<file path="src/rtl/rfs_pkg.sv">
package rfs_pkg;

    typedef enum logic [3:0] {
        CODE_DATA    = 4'b0000,
        CODE_GROUP   = 4'b0010,
        CODE_PTP     = 4'b0011,
        CODE_PFC     = 4'b0100,
        CODE_VLAN    = 4'b0101,
        CODE_ILLEGAL = 4'b0110,
        CODE_CTRL    = 4'b0111,
        CODE_RSVD    = 4'b1000,
        CODE_PAUSE   = 4'b1001
    } rfs_code_e;

    // Bit 6 down to bit 0 of the reported error vector.
    typedef struct packed {
        logic phy;
        logic crc;
        logic len;
        logic over;
        logic range;
        logic fcs;
        logic malformed;
    } rfs_err_t;

    typedef struct packed {
        logic [7:0]  da0;
        logic [15:0] etype;
        logic [15:0] opcode;
    } rfs_hdr_t;

    localparam logic [15:0] ET_MACCTL = 16'h8808;
    localparam logic [15:0] ET_PTP    = 16'h88F7;
    localparam logic [15:0] ET_CVLAN  = 16'h8100;
    localparam logic [15:0] ET_SVLAN  = 16'h88A8;
    localparam logic [15:0] OP_PAUSE  = 16'h0001;
    localparam logic [15:0] OP_PFC    = 16'h0101;
    localparam logic [15:0] TYPE_BASE = 16'h0600;
    localparam logic [15:0] PAY_MIN   = 16'd46;
    localparam logic [15:0] PAY_MAX   = 16'd1500;

    localparam int MIN_FRAME   = 64;
    localparam int HDR_FCS_OVH = 18;

    // Frame byte positions of the captured header bytes.
    localparam int HDR_BYTES    = 5;
    localparam int HDR_LAST_POS = 15;

    function automatic int hdr_pos(input int idx);
        case (idx)
            0:       return 0;
            1:       return 12;
            2:       return 13;
            3:       return 14;
            default: return 15;
        endcase
    endfunction

endpackage

</file>
<file path="src/rtl/rfs_len_track.sv">
module rfs_len_track #(
    parameter int KEEP_W   = 8,
    parameter int LEN_W    = 16,
    parameter int BEAT_SAT = 2,
    parameter int BEAT_W   = 2
) (
    input  logic              clk,
    input  logic              rst_n,
    input  logic              beat_vld,
    input  logic              beat_last,
    input  logic [KEEP_W-1:0] keep,
    input  logic              phy_err,
    output logic [BEAT_W-1:0] beat_idx,
    output logic [LEN_W-1:0]  len_now,
    output logic              phy_now
);

    typedef struct packed {
        logic [LEN_W-1:0]  count;
        logic [BEAT_W-1:0] beat;
        logic              phy;
    } trk_t;

    trk_t trk_d, trk_q;

    logic [LEN_W:0]   sum_wide;
    logic [LEN_W-1:0] sum_sat;

    always_comb begin
        sum_wide = {1'b0, trk_q.count} + (LEN_W+1)'($countones(keep));
        sum_sat  = sum_wide[LEN_W] ? '1 : sum_wide[LEN_W-1:0];
        len_now  = sum_sat;
        phy_now  = trk_q.phy | (beat_vld & phy_err);
        beat_idx = trk_q.beat;

        trk_d = trk_q;
        if (beat_vld) begin
            if (beat_last) begin
                trk_d = '0;
            end else begin
                trk_d.count = sum_sat;
                trk_d.phy   = phy_now;
                if (trk_q.beat != BEAT_W'(BEAT_SAT)) begin
                    trk_d.beat = trk_q.beat + 1'b1;
                end
            end
        end
    end

    always_ff @(posedge clk or negedge rst_n) begin
        if (!rst_n) trk_q <= '0;
        else        trk_q <= trk_d;
    end

endmodule

</file>
<file path="src/rtl/rfs_hdr_capture.sv">
module rfs_hdr_capture
    import rfs_pkg::*;
#(
    parameter int DATA_W = 64,
    parameter int BEAT_W = 2
) (
    input  logic              clk,
    input  logic              rst_n,
    input  logic              beat_vld,
    input  logic              beat_last,
    input  logic [BEAT_W-1:0] beat_idx,
    input  logic [DATA_W-1:0] data,
    input  logic [DATA_W/8-1:0] keep,
    output rfs_hdr_t          hdr_now
);

    localparam int KEEP_W = DATA_W / 8;

    logic [HDR_BYTES-1:0][7:0] byte_d, byte_q;
    logic [HDR_BYTES-1:0][7:0] view;
    logic [HDR_BYTES-1:0]      hit;

    for (genvar g = 0; g < HDR_BYTES; g++) begin : g_hdr
        localparam int POS  = hdr_pos(g);
        localparam int BEAT = POS / KEEP_W;
        localparam int LANE = POS % KEEP_W;
        assign hit[g]  = beat_vld && (beat_idx == BEAT_W'(BEAT)) && keep[LANE];
        assign view[g] = hit[g] ? data[LANE*8 +: 8] : byte_q[g];
    end

    always_comb begin
        byte_d = byte_q;
        for (int i = 0; i < HDR_BYTES; i++) begin
            if (beat_vld && beat_last) byte_d[i] = '0;
            else if (hit[i])           byte_d[i] = view[i];
        end
        hdr_now.da0    = view[0];
        hdr_now.etype  = {view[1], view[2]};
        hdr_now.opcode = {view[3], view[4]};
    end

    always_ff @(posedge clk or negedge rst_n) begin
        if (!rst_n) byte_q <= '0;
        else        byte_q <= byte_d;
    end

endmodule

</file>
<file path="src/rtl/rfs_classify.sv">
module rfs_classify
    import rfs_pkg::*;
#(
    parameter int LEN_W = 16
) (
    input  rfs_hdr_t         hdr,
    input  logic [LEN_W-1:0] frame_len,
    input  logic [LEN_W-1:0] max_len,
    input  logic             fcs_ok,
    input  logic             ctrl_err,
    input  logic             phy_seen,
    output rfs_code_e        code,
    output rfs_err_t         err,
    output logic [LEN_W-1:0] payload_len
);

    logic is_len_field, len_legal, is_ctrl, is_vlan, too_long, too_short;

    always_comb begin
        payload_len  = (frame_len >= LEN_W'(HDR_FCS_OVH)) ?
                       frame_len - LEN_W'(HDR_FCS_OVH) : '0;
        is_len_field = hdr.etype < TYPE_BASE;
        len_legal    = is_len_field && (hdr.etype >= PAY_MIN) && (hdr.etype <= PAY_MAX);
        is_ctrl      = hdr.etype == ET_MACCTL;
        is_vlan      = (hdr.etype == ET_CVLAN) || (hdr.etype == ET_SVLAN);
        too_long     = frame_len > max_len;
        too_short    = frame_len < LEN_W'(MIN_FRAME);

        err.phy       = phy_seen;
        err.crc       = !fcs_ok;
        err.len       = len_legal && (LEN_W'(hdr.etype) > payload_len);
        err.over      = too_long;
        err.range     = too_long || too_short;
        err.fcs       = !fcs_ok;
        err.malformed = ctrl_err;

        if (is_ctrl && hdr.opcode == OP_PAUSE)   code = CODE_PAUSE;
        else if (is_ctrl && hdr.opcode == OP_PFC) code = CODE_PFC;
        else if (is_ctrl)                        code = CODE_CTRL;
        else if (hdr.etype == ET_PTP)            code = CODE_PTP;
        else if (is_vlan)                        code = CODE_VLAN;
        else if (is_len_field && !len_legal)     code = CODE_ILLEGAL;
        else if (hdr.da0[0])                     code = CODE_GROUP;
        else                                     code = CODE_DATA;
    end

endmodule

</file>
<file path="src/rtl/rx_frame_status.sv">
module rx_frame_status
    import rfs_pkg::*;
#(
    parameter int DATA_W = 64,
    parameter int LEN_W  = 16
) (
    input  logic                 clk,
    input  logic                 rst_n,
    input  logic                 s_tvalid,
    input  logic [DATA_W-1:0]    s_tdata,
    input  logic [DATA_W/8-1:0]  s_tkeep,
    input  logic                 s_tlast,
    input  logic                 s_ctrl_err,
    input  logic                 s_phy_err,
    input  logic                 s_fcs_ok,
    input  logic [LEN_W-1:0]     max_frame_len,
    output logic                 m_tvalid,
    output logic [DATA_W-1:0]    m_tdata,
    output logic [DATA_W/8-1:0]  m_tkeep,
    output logic                 m_tlast,
    output logic                 m_parity,
    output logic [6:0]           m_err,
    output logic [3:0]           m_status,
    output logic [2*LEN_W-1:0]   m_ext
);

    localparam int KEEP_W   = DATA_W / 8;
    localparam int BEAT_SAT = HDR_LAST_POS / KEEP_W + 1;
    localparam int BEAT_W   = $clog2(BEAT_SAT + 1);

    typedef struct packed {
        logic               vld;
        logic [DATA_W-1:0]  data;
        logic [KEEP_W-1:0]  keep;
        logic               last;
        logic               par;
        rfs_err_t           err;
        rfs_code_e          code;
        logic [2*LEN_W-1:0] ext;
    } out_t;

    out_t out_d, out_q;

    logic [BEAT_W-1:0] beat_idx;
    logic [LEN_W-1:0]  len_now, payload_len;
    logic              phy_now;
    rfs_hdr_t          hdr_now;
    rfs_code_e         code;
    rfs_err_t          err;

    rfs_len_track #(
        .KEEP_W(KEEP_W), .LEN_W(LEN_W), .BEAT_SAT(BEAT_SAT), .BEAT_W(BEAT_W)
    ) u_len (
        .clk(clk), .rst_n(rst_n), .beat_vld(s_tvalid), .beat_last(s_tlast),
        .keep(s_tkeep), .phy_err(s_phy_err),
        .beat_idx(beat_idx), .len_now(len_now), .phy_now(phy_now)
    );

    rfs_hdr_capture #(
        .DATA_W(DATA_W), .BEAT_W(BEAT_W)
    ) u_hdr (
        .clk(clk), .rst_n(rst_n), .beat_vld(s_tvalid), .beat_last(s_tlast),
        .beat_idx(beat_idx), .data(s_tdata), .keep(s_tkeep), .hdr_now(hdr_now)
    );

    rfs_classify #(
        .LEN_W(LEN_W)
    ) u_cls (
        .hdr(hdr_now), .frame_len(len_now), .max_len(max_frame_len),
        .fcs_ok(s_fcs_ok), .ctrl_err(s_ctrl_err), .phy_seen(phy_now),
        .code(code), .err(err), .payload_len(payload_len)
    );

    always_comb begin
        out_d = '0;
        if (s_tvalid) begin
            out_d.vld  = 1'b1;
            out_d.data = s_tdata;
            out_d.keep = s_tkeep;
            out_d.last = s_tlast;
            out_d.par  = ~^s_tdata;
            if (s_tlast) begin
                out_d.err  = err;
                out_d.code = code;
                out_d.ext  = {len_now, payload_len};
            end
        end
    end

    always_ff @(posedge clk or negedge rst_n) begin
        if (!rst_n) out_q <= '0;
        else        out_q <= out_d;
    end

    assign m_tvalid = out_q.vld;
    assign m_tdata  = out_q.data;
    assign m_tkeep  = out_q.keep;
    assign m_tlast  = out_q.last;
    assign m_parity = out_q.par;
    assign m_err    = out_q.err;
    assign m_status = out_q.code;
    assign m_ext    = out_q.ext;

endmodule

</file>
<file path="config.mk">
export PLATFORM = sky130hd
export DESIGN_NAME = rx_frame_status
export DESIGN_NICKNAME = d
export VERILOG_FILES = /design/src/rtl/rfs_pkg.sv /design/src/rtl/rfs_len_track.sv /design/src/rtl/rfs_hdr_capture.sv /design/src/rtl/rfs_classify.sv /design/src/rtl/rx_frame_status.sv
export SDC_FILE = /design/constraint.sdc
export NUM_CORES = 1
export LEC_CHECK = 0
export BUFFER_PORTS_ARGS = -buffer_cell sky130_fd_sc_hd__buf_2
export CAP_MARGIN = 20
export CORE_MARGIN = 2
export CORE_UTILIZATION = 39
export CTS_CLUSTER_DIAMETER = 30
export DETAILED_ROUTE_END_ITERATION = 12
export GPL_TIMING_DRIVEN = 1
export PLACE_DENSITY = 0.62
export SYNTH_ARGS = -nofsm -noshare
export SYNTH_HDL_FRONTEND = slang
export SYNTH_SLANG_ARGS = --single-unit
</file>
<file path="constraint.sdc">
create_clock -name clk -period 10.9 [get_ports clk]
set_input_delay 2.18 -clock clk [delete_from_list [all_inputs] [get_ports clk]]
set_output_delay 2.18 -clock clk [all_outputs]
set_load 0.01 [all_outputs]
</file>
== Word level (Yosys, flattened, before mapping) ==
Cells that the tools add are included.
Storage, ports and cells
  output and inout port bits: 118
  input bits: 95
  flip-flop bits (word level): 177
Operators by class
  reductions and logical operators: 27
  $add $sub $neg: 10
  magnitude comparators: 7
  eq/ne operators: 8
  mux-type cells: 28
  bitwise logic cells: 2
Operators by type and width (number)
  $mux W8: 15
  $mux W118: 1
  $eq A16 B16 Y1 const B: 4
  $reduce_xnor A64 Y1: 1
  $add A17 B17 Y17: 3
  $mux W43: 1
  $gt A16 B16 Y1: 2
  $mux W16: 2
  $mux W4: 6
  $mux W19: 1
  $add A16 B17 Y17: 1
  $eq A16 B1 Y1 const B: 1
  $eq A16 B9 Y1 const B: 1
  $ge A16 B5 Y1 const B: 1
  $ge A16 B6 Y1 const B: 1
  $le A16 B11 Y1 const B: 1
  $lt A16 B11 Y1 const B: 1
  $lt A16 B7 Y1 const B: 1
  $sub A16 B5 Y16 const B: 1
  $logic_and A1 B1 Y1: 14
  $reduce_bool A2 Y1: 6
  $add A1 B1 Y2: 4
  $mux W2: 2
  $add A2 B1 Y2 const B: 1
  other kinds (8): 10

== Logic depth before layout (Yosys ltp) ==
Gate-level depths: netlist of the first run.
  depth in word-level cells: 17
  gate-level depth with buffers: 27
  gate-level depth less buffers: 27

== Hierarchy ==
From an unflattened synthesis of the first run, not the netlist that was laid out.
Unflattened totals
  cells, all modules: 940
  area total of the unflattened synthesis: 10088.4 um^2
Modules (own cells, without submodules)
  rx_frame_status: instances 1, sequential area each 2952.8 um^2, area each 4297.9 um^2, cells each 314
  rfs_hdr_capture: instances 1, sequential area each 1001.0 um^2, area each 2795.2 um^2, cells each 234
  rfs_classify: instances 1, sequential area each 0.0 um^2, area each 1535.2 um^2, cells each 227
  rfs_len_track: instances 1, sequential area each 475.5 um^2, area each 1460.2 um^2, cells each 165

== Least setup slack after synthesis of the first run ==
Ideal clock, no wire load.
  kind: input to register
  start: input s_tkeep[6]
  end: register out_q, in the netlist m_err[4]
  library setup time: 0.122 ns
  arrival time: 7.814 ns
  cell stages on the path: 26
  required time: 10.778 ns
  setup slack: 2.964 ns
  cells stage by stage: ha_1 > inv_1 > fa_1 > fa_1 > fa_1 > inv_1 > fa_1 > a211oi_4 > nor4_2 > and2_1 > buf_6 > nor2_1 > ha_1 > nand2_1 > a211o_1 > o2111ai_1 > and3_1 > nand4b_1 > or3_1 > nand3_1 > ha_1 > nand2_1 > nor4_1 > a21boi_0 > o221ai_1 > a2111oi_1
RTL lines
  start: declaration: line rx_frame_status.sv:11  | input logic [DATA_W/8-1:0] s_tkeep,
  end signal: assignment: line rx_frame_status.sv:92  | else out_q <= out_d;
  end: declaration: line rx_frame_status.sv:42  | out_t out_d, out_q;

==> qor.txt, run 1 <==
Worst Setup Path Type - input pin to register
WL final - 24.37 mm
Synthesized Nets - 1,015
sequential fraction of the synthesis area - 48.10%
worst path arrival time - 9020 ps
reg-to-reg startpoint - u_len.trk_q[4]
Boundary Pins - 213
post-DP HPWL - 17.89 mm
status - finished clean
final hold violations - 0
worst setup margin - 2192 ps
initial antenna violation count - 1
fin nets - 1,218
number of diodes - 0
CTS root buf - clkbuf_16
Main synth FF type - dfrtp_1
leading cell types in the layout, fill and taps excluded - 211 x buf_2, 169 x dfrtp_1, 80 x and2_1, 72 x inv_1, 67 x nor2_1
startpoint types - input pin
slowest stage cell, crit path - nor4_2
Yosys top cell by area - dfrtp_1
final setup vio count - 0
# fillers - 2,069
slew at the pin with the worst max-slew slack - 944.9 ps
Cell variety after synth - 69
buffer depth of the longest clock path - 2
number of global-route vias before repair - 7,149
Place WS - 1873 ps
Post-synth EDFFs - 0
DRT Pass-1 Iters - 6
PwrDens - 212.0 nW/µm²
DIE AREA - 23,760 µm²
HP Class - register to register
clock period minus worst slack - 8708 ps
cell leakage power - 5.725 nW
Post-CTS Setup Inserts - 0
DR WL/cell - 17.85 µm
CTS Hold Bufs - 0
Ys Warns - 0
Worst setup EP type - register
Post-Place Cell Area - 10,100 µm²
CTS resizes - 0
Most Frequent Cell on Critical Path - fa_1
Clock Latency Late Sink - 440 ps
Die Y - 154.1 µm
hold slack - 498.3 ps
Max Clk Rate - 0.1148 GHz
Layout area overhead - 22.27%
top cell type's share of synthesized area - 48.10%
gpl congestion - 0.8900
Mapped Area - 8792 µm²
TritonCTS clock tree - built
maxcap violations - 0
row cnt - 54
Buf/Inv on CP - 4
CTS Sinks - 169
via/cell ratio - 5.147
commonest non-fill, non-tap cell in the layout - buf_2
Setup crit start - s_tkeep[2]
Max VDD drop - 0.0001002 V
Overflow after GRT - 0
setup_tns - 0 ps
Tcrit/Tclk final - 79.89%
CP cell instances - buf_2 > ha_1 > inv_1 > fa_1 > fa_1 > fa_1 > inv_1 > fa_1 > a211oi_4 > nor4_2 > and2_1 > nor2_1 > inv_1 > ha_1 > nand3_1 > or4_4 > nand4_1 > o21ai_0 > ha_1 > nand2_1 > nor4_1 > a21boi_0 > o221ai_1 > a2111oi_1
DRC violation count after routing - 0
Cells after Synth - 869
hold path startpoint - u_len.trk_q[0]
Register Area - 4229 µm²
core area - 21,960 µm²
synth top area cells - dfrtp_1 48%, ha_1 6.4%, xnor2_1 6.4%, and2_1 5.7%, inv_1 3.1%
CTS clock-pin slew for the worst setup and hold paths - 70 ps
largest net degree at the start of global routing - 103
CP required - 11,210 ps
Initial Util - 40.04%
area occupied by multi-input gates - 4143 µm²
flops & latches, synth - 169
Synth Area per Inst - 10.12 µm²
global-route wire length before repair - 38.75 mm
final instance area - 10,750 µm²
Worst path top cell family by delay - simple AND/OR/NAND/NOR gates
CTS H-Tree Depth - 4
ANT nets after route - 0
Max-slew headroom - 36.62%
fin. max-slew vios - 0
layout cells sized above 1 - 24.52%
Final Skew - 17.33 ps
asr flop ratio synth - 100.0%
clock buffers created by TritonCTS - 17
total power - 2.279 mW
slowest stage delay, CP - 660 ps
Port Buffers - 212
Die Width - 154.1 µm
GRT Util Overall - 20.96%
RSZ-0062 raised after global routing - false
Initial DRC Count - 347
CP max FO - 22
vias after detailed routing - 7,025
path summary, 6_finish.rpt:
| kind | endpoint | cells after the start | slack, ps |
|---|---|---|---|
| worst max-delay path | m_err[4] | 24 | 2190 |
| min in group asynchronous | m_tdata[51] | 1 | 1830 |
| worst min register to register | m_err[6] | 2 | 500 |
| worst min-delay path | m_err[6] | 2 | 500 |
| worst max register to register | m_err[4] | 21 | 4480 |
| max in group asynchronous | u_len.trk_q[12] | 2 | 7620 |
metal layers:
metal | GRT usage [%] | routed length (µm) | vias to the layer above
met1 | 27.40 | 10970 | 3354
li1 | - | - | 3353
met3 | 4.820 | 1570 | 30
met2 | 34.83 | 11400 | 286
met4 | 6.231 | 417 | 2
met5 | 0 | 7 | -
logic make-up (layout without fill, tap and decap cells):
group | after synthesis | count (layout) | synth area share (%)
and+or+nand+nor | 313 | 313 | 19.13
DFF | 169 | 169 | 48.10
AOI/OAI and AO/OA | 132 | 132 | 10.15
buffers and inverters | 107 | 323 | 4.782
xor gates and xnor gates | 73 | 73 | 7.272
adders and majority gates | 51 | 51 | 7.770
muxes | 24 | 24 | 2.803
tightest hold or removal path: cells and delay by family (launching register included):
kind             cells  cell delay, ps
DFF                  1             350
and+or+nand+nor      2             110
where the power goes:
group | total, mW | switching [mW] | internal (mW)
sequential | 0.721 | 0.0263 | 0.695
clock | 0.661 | 0.303 | 0.358
combinational | 0.897 | 0.535 | 0.362
registers in the layout (all words and copies together) (netlist names):
signal	cells
m_tvalid	1
u_hdr.byte_q	33
m_err	6
u_len.beat_idx	2
m_tlast	1
m_status	4
m_ext	32
m_tkeep	8
m_tdata	64
m_parity	1
u_len.trk_q	17
Yosys cell counts (all sizes together) (4+ instances only):
library cell / n
or3: 4
o21a: 5
a2111oi: 4
nor2: 69
and2: 80
dfrtp: 169
nand3: 20
ha: 45
clkbuf: 23
o21ai: 20
buf: 9
xor2: 9
o21ba: 5
nand4: 14
o2111ai: 5
fa: 6
o22ai: 19
inv: 74
o211ai: 5
and3: 13
mux2i: 22
nor3: 9
nor2b: 5
xnor2: 64
nand2b: 4
nor4: 21
a21oi: 37
nand2: 60
a21o: 9
through the flow:
step | instances | utilization [%]
floorplan | 869 | -
global placement | 1333 | 46.00
detailed placement | 1333 | 46.00
CTS | 1365 | 48.96
global route | 1365 | 48.96
finish | 1365 | 48.96
layout make-up:
type | count | area share [%]
multi-input cells | 593 | 38.54
inverters | 75 | 2.619
flip-flops and latches | 169 | 39.34
well taps | 280 | 3.259
clock buffers | 17 | 3.957
repair buffers | 216 | 10.21
clock inverters | 15 | 2.083
Note: power is estimated with default switching activity, not from simulation.
==> inputs of run 2 (changes only) <==
Settings changed: ABC_AREA from default to 1.
Clock period 10.9 ns to 8.3 ns, I/O delays scaled along.
==> run 2 against run 1 <==
Net effect: core utilization fell by 0.86 points; count of clock-buffer cells in the layout did not move; sequential power rose by 30%; critical path depth is 4 higher; clock power is 23% higher; cell count rose by 22%; global-route usage decreased by 0.70 points; power rose by 29%; worst setup slack got worse by 320 ps; final area increased by 5.0%.
==> qor.txt, run 2 <==
status - finished clean
slowest stage delay, CP - 580 ps (-80 ps)
Worst setup EP type - register
Die Width - 158.5 µm (+2.8%)
CTS Sinks - 169 (unchanged)
fin nets - 1,483 (+22%)
Yosys top cell by area - dfrtp_1
Tcrit/Tclk final - 77.45%
most frequent cell after synthesis - nand2_1
CTS H-Tree Depth - 4 (unchanged)
initial antenna violation count - 1 (unchanged)
Post-synth EDFFs - 0 (unchanged)
Synth Area in Adders - 7.340% (-0.43 points)
cell leakage power - 6.780 nW (+18%)
clock buffers created by TritonCTS - 17 (unchanged)
Overflow after GRT - 0 (unchanged)
post-synthesis xor/xnor area fraction - 6.022% (-1.2 points)
Initial DRC Count - 606 (+75%)
DR WL/cell - 14.71 µm (-18%)
final setup vio count - 0 (unchanged)
Max VDD drop - 0.0001244 V (+24%)
Buf/Inv on CP - 4 (unchanged)
synth top area cells - dfrtp_1 45%, nand2_1 11%, inv_1 8.3%, ha_1 6.0%, nor2_1 4.6%
Die Y - 158.5 µm (+2.8%)
Max-slew headroom - 35.01% (-1.6 points)
clock period minus worst slack - 6429 ps
slew at the pin with the worst max-slew slack - 974.8 ps (+29.83 ps)
GRT Util Overall - 20.26% (-0.70 points)
largest net degree at the start of global routing - 96 (-6.8%)
WL met1 - 11.16 mm (+1.7%)
Cells after Synth - 1,128 (+30%)
area occupied by multi-input gates - 4156 µm² (+0.33%)
Clock Latency Late Sink - 440 ps (about the same)
DRT Pass-1 Iters - 4 (-2)
worst setup margin - 1871 ps (-320.8 ps)
CP max FO - 8 (-64%)
commonest non-fill, non-tap cell in the layout - nand2_1
Synth Area in Compound Gates - 4.759% (-5.4 points)
worst path arrival time - 6750 ps (-2270 ps)
ANT nets after route - 0 (unchanged)
startpoint types - input pin
CP required - 8620 ps (-2590 ps)
layout cells sized above 1 - 23.19% (-1.3 points)
CTS resizes - 0 (unchanged)
Worst path top cell family by delay - adder cells
Main synth FF type - dfrtp_1
CTS root buf - clkbuf_16
post-DP HPWL - 18.56 mm (+3.8%)
core area - 23,470 µm² (+6.9%)
CTS clock-pin slew for the worst setup and hold paths - 70 ps (about the same)
number of global-route vias before repair - 7,608 (+6.4%)
via/cell ratio - 4.660 (-9.4%)
CTS Hold Bufs - 0 (unchanged)
PwrDens - 259.9 nW/µm² (+23%)
global-route wire length before repair - 39.06 mm (+0.80%)
synth cell count leaders - 268 x nand2_1, 206 x inv_1, 169 x dfrtp_1
DRC violation count after routing - 0 (unchanged)
max reg flops - 64 (unchanged)
row cnt - 56 (+3.7%)
setup_tns - 0 ps (unchanged)
Port Buffers - 212 (unchanged)
RSZ-0062 raised after global routing - false
final hold violations - 0 (unchanged)
fin. max-slew vios - 0 (unchanged)
top sig layer - met4
HP Class - register to register
# fillers - 2,321 (+12%)
leading cell types in the layout, fill and taps excluded - 268 x nand2_1, 211 x buf_2, 206 x inv_1, 169 x dfrtp_1, 114 x nor2_1
vias after detailed routing - 7,783 (+11%)
final core utilization - 48.10% (-0.86 points)
Ys Warns - 0 (unchanged)
Worst Setup Path Type - input pin to register
main combinational cell family by area after synthesis - simple AND/OR/NAND/NOR gates
Mapped Area - 9308 µm² (+5.9%)
Cell variety after synth - 40 (-42%)
multiplexer share of the synthesized area - 0.5377% (-2.3 points)
Post-CTS Setup Inserts - 0 (unchanged)
TritonCTS clock tree - built
Layout area overhead - 21.29%
met3 WL - 1.535 mm (-2.2%)
maxcap violations - 0 (unchanged)
Synth Area per Inst - 8.251 µm² (-18%)
asr flop ratio synth - 100.0% (unchanged)
WL final - 24.57 mm (+0.82%)
Max Clk Rate - 0.1556 GHz
gpl congestion - 0.9323 (+4.8%)
Place WS - 1469 ps (-404.5 ps)
Synthesized Nets - 1,274 (+26%)
buffer depth of the longest clock path - 2 (unchanged)
met2 wire length - 11.35 mm (-0.43%)
flops & latches, synth - 169 (unchanged)
slowest stage cell, crit path - fa_1
Boundary Pins - 213 (unchanged)
sequential fraction of the synthesis area - 45.44% (-2.7 points)
DIE AREA - 25,120 µm² (+5.7%)
Register Area - 4229 µm² (unchanged)
Final Skew - 14.07 ps (-3.259 ps)
Synth Area in Simple Gates - 26.00% (+6.9 points)
Initial Util - 39.65% (-0.39 points)
top cell type's share of synthesized area - 45.44% (-2.7 points)
-- run 2: changes by cell type in the layout (fill, tap and decap cells not counted), moves of 16 or more --
cell,previous run,this run
and2_1,80,0
xnor2_1,64,44
nor2_1,67,114
a21oi_1,37,18
nor4_1,19,1
mux2i_1,21,5
inv_1,72,206
nand3_1,19,56
nand2_1,60,268
-- run 2: final cells by class --
class / count / share of cell area (%)
sequential: 169 / 37.46
multi-input combinational: 722 / 36.82
timing repair buffer: 216 / 9.720
inverter: 211 / 7.015
clock buffer: 17 / 3.768
tap: 319 / 3.535
clock inverter: 15 / 1.662
antenna: 1 / 0.02217
-- run 2: tightest hold or removal path, cell delays in order (launching register included) --
cell	delay (ps)
dfrtp_1	350
nand2_1	50
o21ai_0	60
-- run 2: through the flow --
stage	cell area [µm²]	total power, mW	instances	hold slack [ps]
2_1_floorplan	9308	1.817	1128	445.1
3_3_place_gp	10670	2.114	1637	486.5
3_5_place_dp	10670	2.136	1637	482.7
4_1_cts	11290	2.963	1669	500.7
5_1_grt	11290	3.184	1670	544.3
6_report	11290	2.934	1670	496.1
-- run 2: routing by layer --
metal | vias up | track usage (%)
met3 | 42 | 4.164
met4 | 0 | 6.607
met2 | 251 | 34.02
li1 | 3879 | -
met5 | - | 0
met1 | 3611 | 26.21
-- run 2: power breakdown --
part / leakage [nW] / internal, mW / switching, mW / total (mW)
clock network: 0.295 / 0.412 / 0.402 / 0.814
registers: 2.25 / 0.913 / 0.0274 / 0.940
logic: 4.24 / 0.420 / 0.760 / 1.18
-- run 2: cells by family after synthesis --
group	count (synthesis)
fa+ha+maj	51
mux	5
flops	169
buf+inv	237
compound gates	77
xor+xnor	64
simple gates	525
-- run 2: final timing paths --
path                                   to  slack (ps)           start  cells past startpoint
min in group asynchronous      m_tkeep[7]        1310           rst_n                      1
setup reg to reg                 m_err[4]        3690  u_len.trk_q[4]                     25
hold / removal             u_len.trk_q[6]         500  u_len.trk_q[6]                      2
max in group asynchronous  u_len.trk_q[5]        5460           rst_n                      2
hold reg to reg            u_len.trk_q[6]         500  u_len.trk_q[6]                      2
setup / recovery                 m_err[4]        1870      s_tkeep[6]                     28
==> inputs of run 3 (changes only) <==
Settings changed: ABC_AREA 1 to 0.
Clock period 8.3 ns to 6.7 ns, I/O delays scaled along.
==> run 3 against run 2 <==
Net effect: clock skew is 6.6 ps lower; routed wire length increased by 1.0%; sequential power grew 24%; first-iteration DRC count down 32%; worst setup slack lost 1700 ps; core utilization increased by 3.5 points; sequential share of layout area down 0.13 points; critical path depth down 2; combinational power is 58% higher; cell count down 15%; non-clock buffer count rose by 53; largest power group unchanged; highest routed layer unchanged.
==> qor.txt, run 3 (same netlist as run 1, synthesis figures left out) <==
TritonCTS clock tree - built
Die Y - 154.1 µm (-2.7%)
Register Area - 4229 µm² (unchanged)
DRC violation count after routing - 0 (unchanged)
layout cells sized above 1 - 30.67% (+7.5 points)
# fillers - 2,055 (-11%)
Initial DRC Count - 412 (-32%)
Overflow after GRT - 0 (unchanged)
Layout area overhead - 28.86%
CTS Sinks - 169 (unchanged)
startpoint types - input pin
Max Clk Rate - 0.1532 GHz
PwrDens - 356.7 nW/µm² (+37%)
Most Frequent Cell on Critical Path - ha_4
Initial Util - 40.04% (+0.39 points)
ANT nets after route - 0 (unchanged)
Die Width - 154.1 µm (-2.7%)
largest net degree at the start of global routing - 105 (+9.4%)
core area - 21,960 µm² (-6.4%)
commonest non-fill, non-tap cell in the layout - buf_2
GRT Util Overall - 21.08% (+0.82 points)
number of global-route vias before repair - 7,200 (-5.4%)
cell leakage power - 5.991 nW (-12%)
Worst setup EP type - register
gpl congestion - 0.9037 (-3.1%)
Boundary Pins - 213 (unchanged)
DR WL/cell - 17.51 µm (+19%)
Clock Latency Late Sink - 430 ps (about the same)
DIE AREA - 23,760 µm² (-5.4%)
Post-Place Cell Area - 10,490 µm² (-1.7%)
final setup vio count - 0 (unchanged)
global-route wire length before repair - 38.93 mm (-0.34%)
RSZ-0062 raised after global routing - false
row cnt - 54 (-3.6%)
slowest stage delay, CP - 540 ps (-40 ps)
final hold violations - 0 (unchanged)
Worst Setup Path Type - input pin to register
WL final - 24.82 mm (+1.0%)
max reg flops - 64 (unchanged)
initial antenna violation count - 0 (-1)
DRT Pass-1 Iters - 6 (+2)
CP max FO - 4 (-4)
CTS root buf - clkbuf_16
Final Skew - 7.475 ps (-6.595 ps)
Port Buffers - 212 (unchanged)
Max-slew headroom - 36.81% (+1.8 points)
vias after detailed routing - 7,197 (-7.5%)
Max VDD drop - 0.0001962 V (+58%)
CP required - 7000 ps (-1620 ps)
Tcrit/Tclk final - 97.43%
area occupied by multi-input gates - 4360 µm² (+4.9%)
slew at the pin with the worst max-slew slack - 947.8 ps (-26.95 ps)
setup_tns - 0 ps (unchanged)
clock buffers created by TritonCTS - 17 (unchanged)
slowest stage cell, crit path - fa_1
CTS clock-pin slew for the worst setup and hold paths - 70 ps (about the same)
CTS Hold Bufs - 0 (unchanged)
fin nets - 1,271 (-14%)
post-DP HPWL - 18.34 mm (-1.2%)
worst path arrival time - 6830 ps (+80 ps)
buffer depth of the longest clock path - 2 (unchanged)
CTS H-Tree Depth - 4 (unchanged)
clock period minus worst slack - 6528 ps
final instance area - 11,330 µm² (+0.35%)
HP Class - register to register
maxcap violations - 0 (unchanged)
via/cell ratio - 5.075 (+8.9%)
number of diodes - 0 (-1)
status - finished clean
fin. max-slew vios - 0 (unchanged)
leading cell types in the layout, fill and taps excluded - 209 x buf_2, 169 x dfrtp_1, 79 x and2_1, 67 x inv_1, 66 x nor2_1
final core utilization - 51.60% (+3.5 points)
run 3: through the flow:
step / worst slack (ps) / cells / hold WS [ps] / total power [mW]
CTS: 136.8 / 1411 / 514.0 / 3.864
detailed placement: -342.4 / 1379 / 486.1 / 2.859
floorplan: -4.809 / 869 / 460.2 / 2.272
finish: 172.4 / 1418 / 513.4 / 4.041
global route: 14.33 / 1418 / 550.1 / 4.314
global placement: -163.4 / 1379 / 481.6 / 2.845
run 3: worst paths after layout:
kind,startpoint,endpoint,slack [ps],cells past startpoint
min in group asynchronous,rst_n,m_err[0],950,1
worst max-delay path,s_tkeep[5],m_err[4],170,26
worst min register to register,u_len.trk_q[0],m_err[6],510,2
worst min-delay path,u_len.trk_q[0],m_err[6],510,2
worst max register to register,u_len.trk_q[4],m_err[4],1490,23
max in group asynchronous,rst_n,m_ext[22],4310,2
run 3: power by group:
group / switching [mW] / leakage, nW / internal [mW] / total [mW]
logic: 1.02 / 3.46 / 0.855 / 1.87
registers: 0.0444 / 2.25 / 1.13 / 1.17
clock network: 0.466 / 0.279 / 0.530 / 0.996
total: 1.53 / 5.99 / 2.51 / 4.04
run 3: final cells by class:
class,instances,area share (%)
Tap cell,280,3.092
Clock inverter,14,1.380
Sequential cell,169,37.33
Multi-Input combinational cell,593,38.49
Clock buffer,18,3.788
Timing Repair Buffer,269,13.44
Inverter,75,2.485
run 3: worst max-delay path, delay by kind of cell:
family,cells,cell delay [ps]
AOI/OAI and AO/OA,6,1400
xor gates and xnor gates,1,270
adders and majority gates,7,2330
buffers and inverters,3,180
and+or+nand+nor,9,1300
run 3: metal layers:
layer,vias up,GRT usage [%],share of wire [%]
met5,-,0,0
met4,0,6.097,1.6
met1,3440,28.43,45
met2,277,34.49,47
met3,32,4.312,5.7
li1,3448,-,-
run 3: repair_timing:
action	in CTS	in global routing
endpoints found under the setup margin	0	1
hold endpoints to repair	0	0
gates resized for setup	0	46
setup buffers	0	6
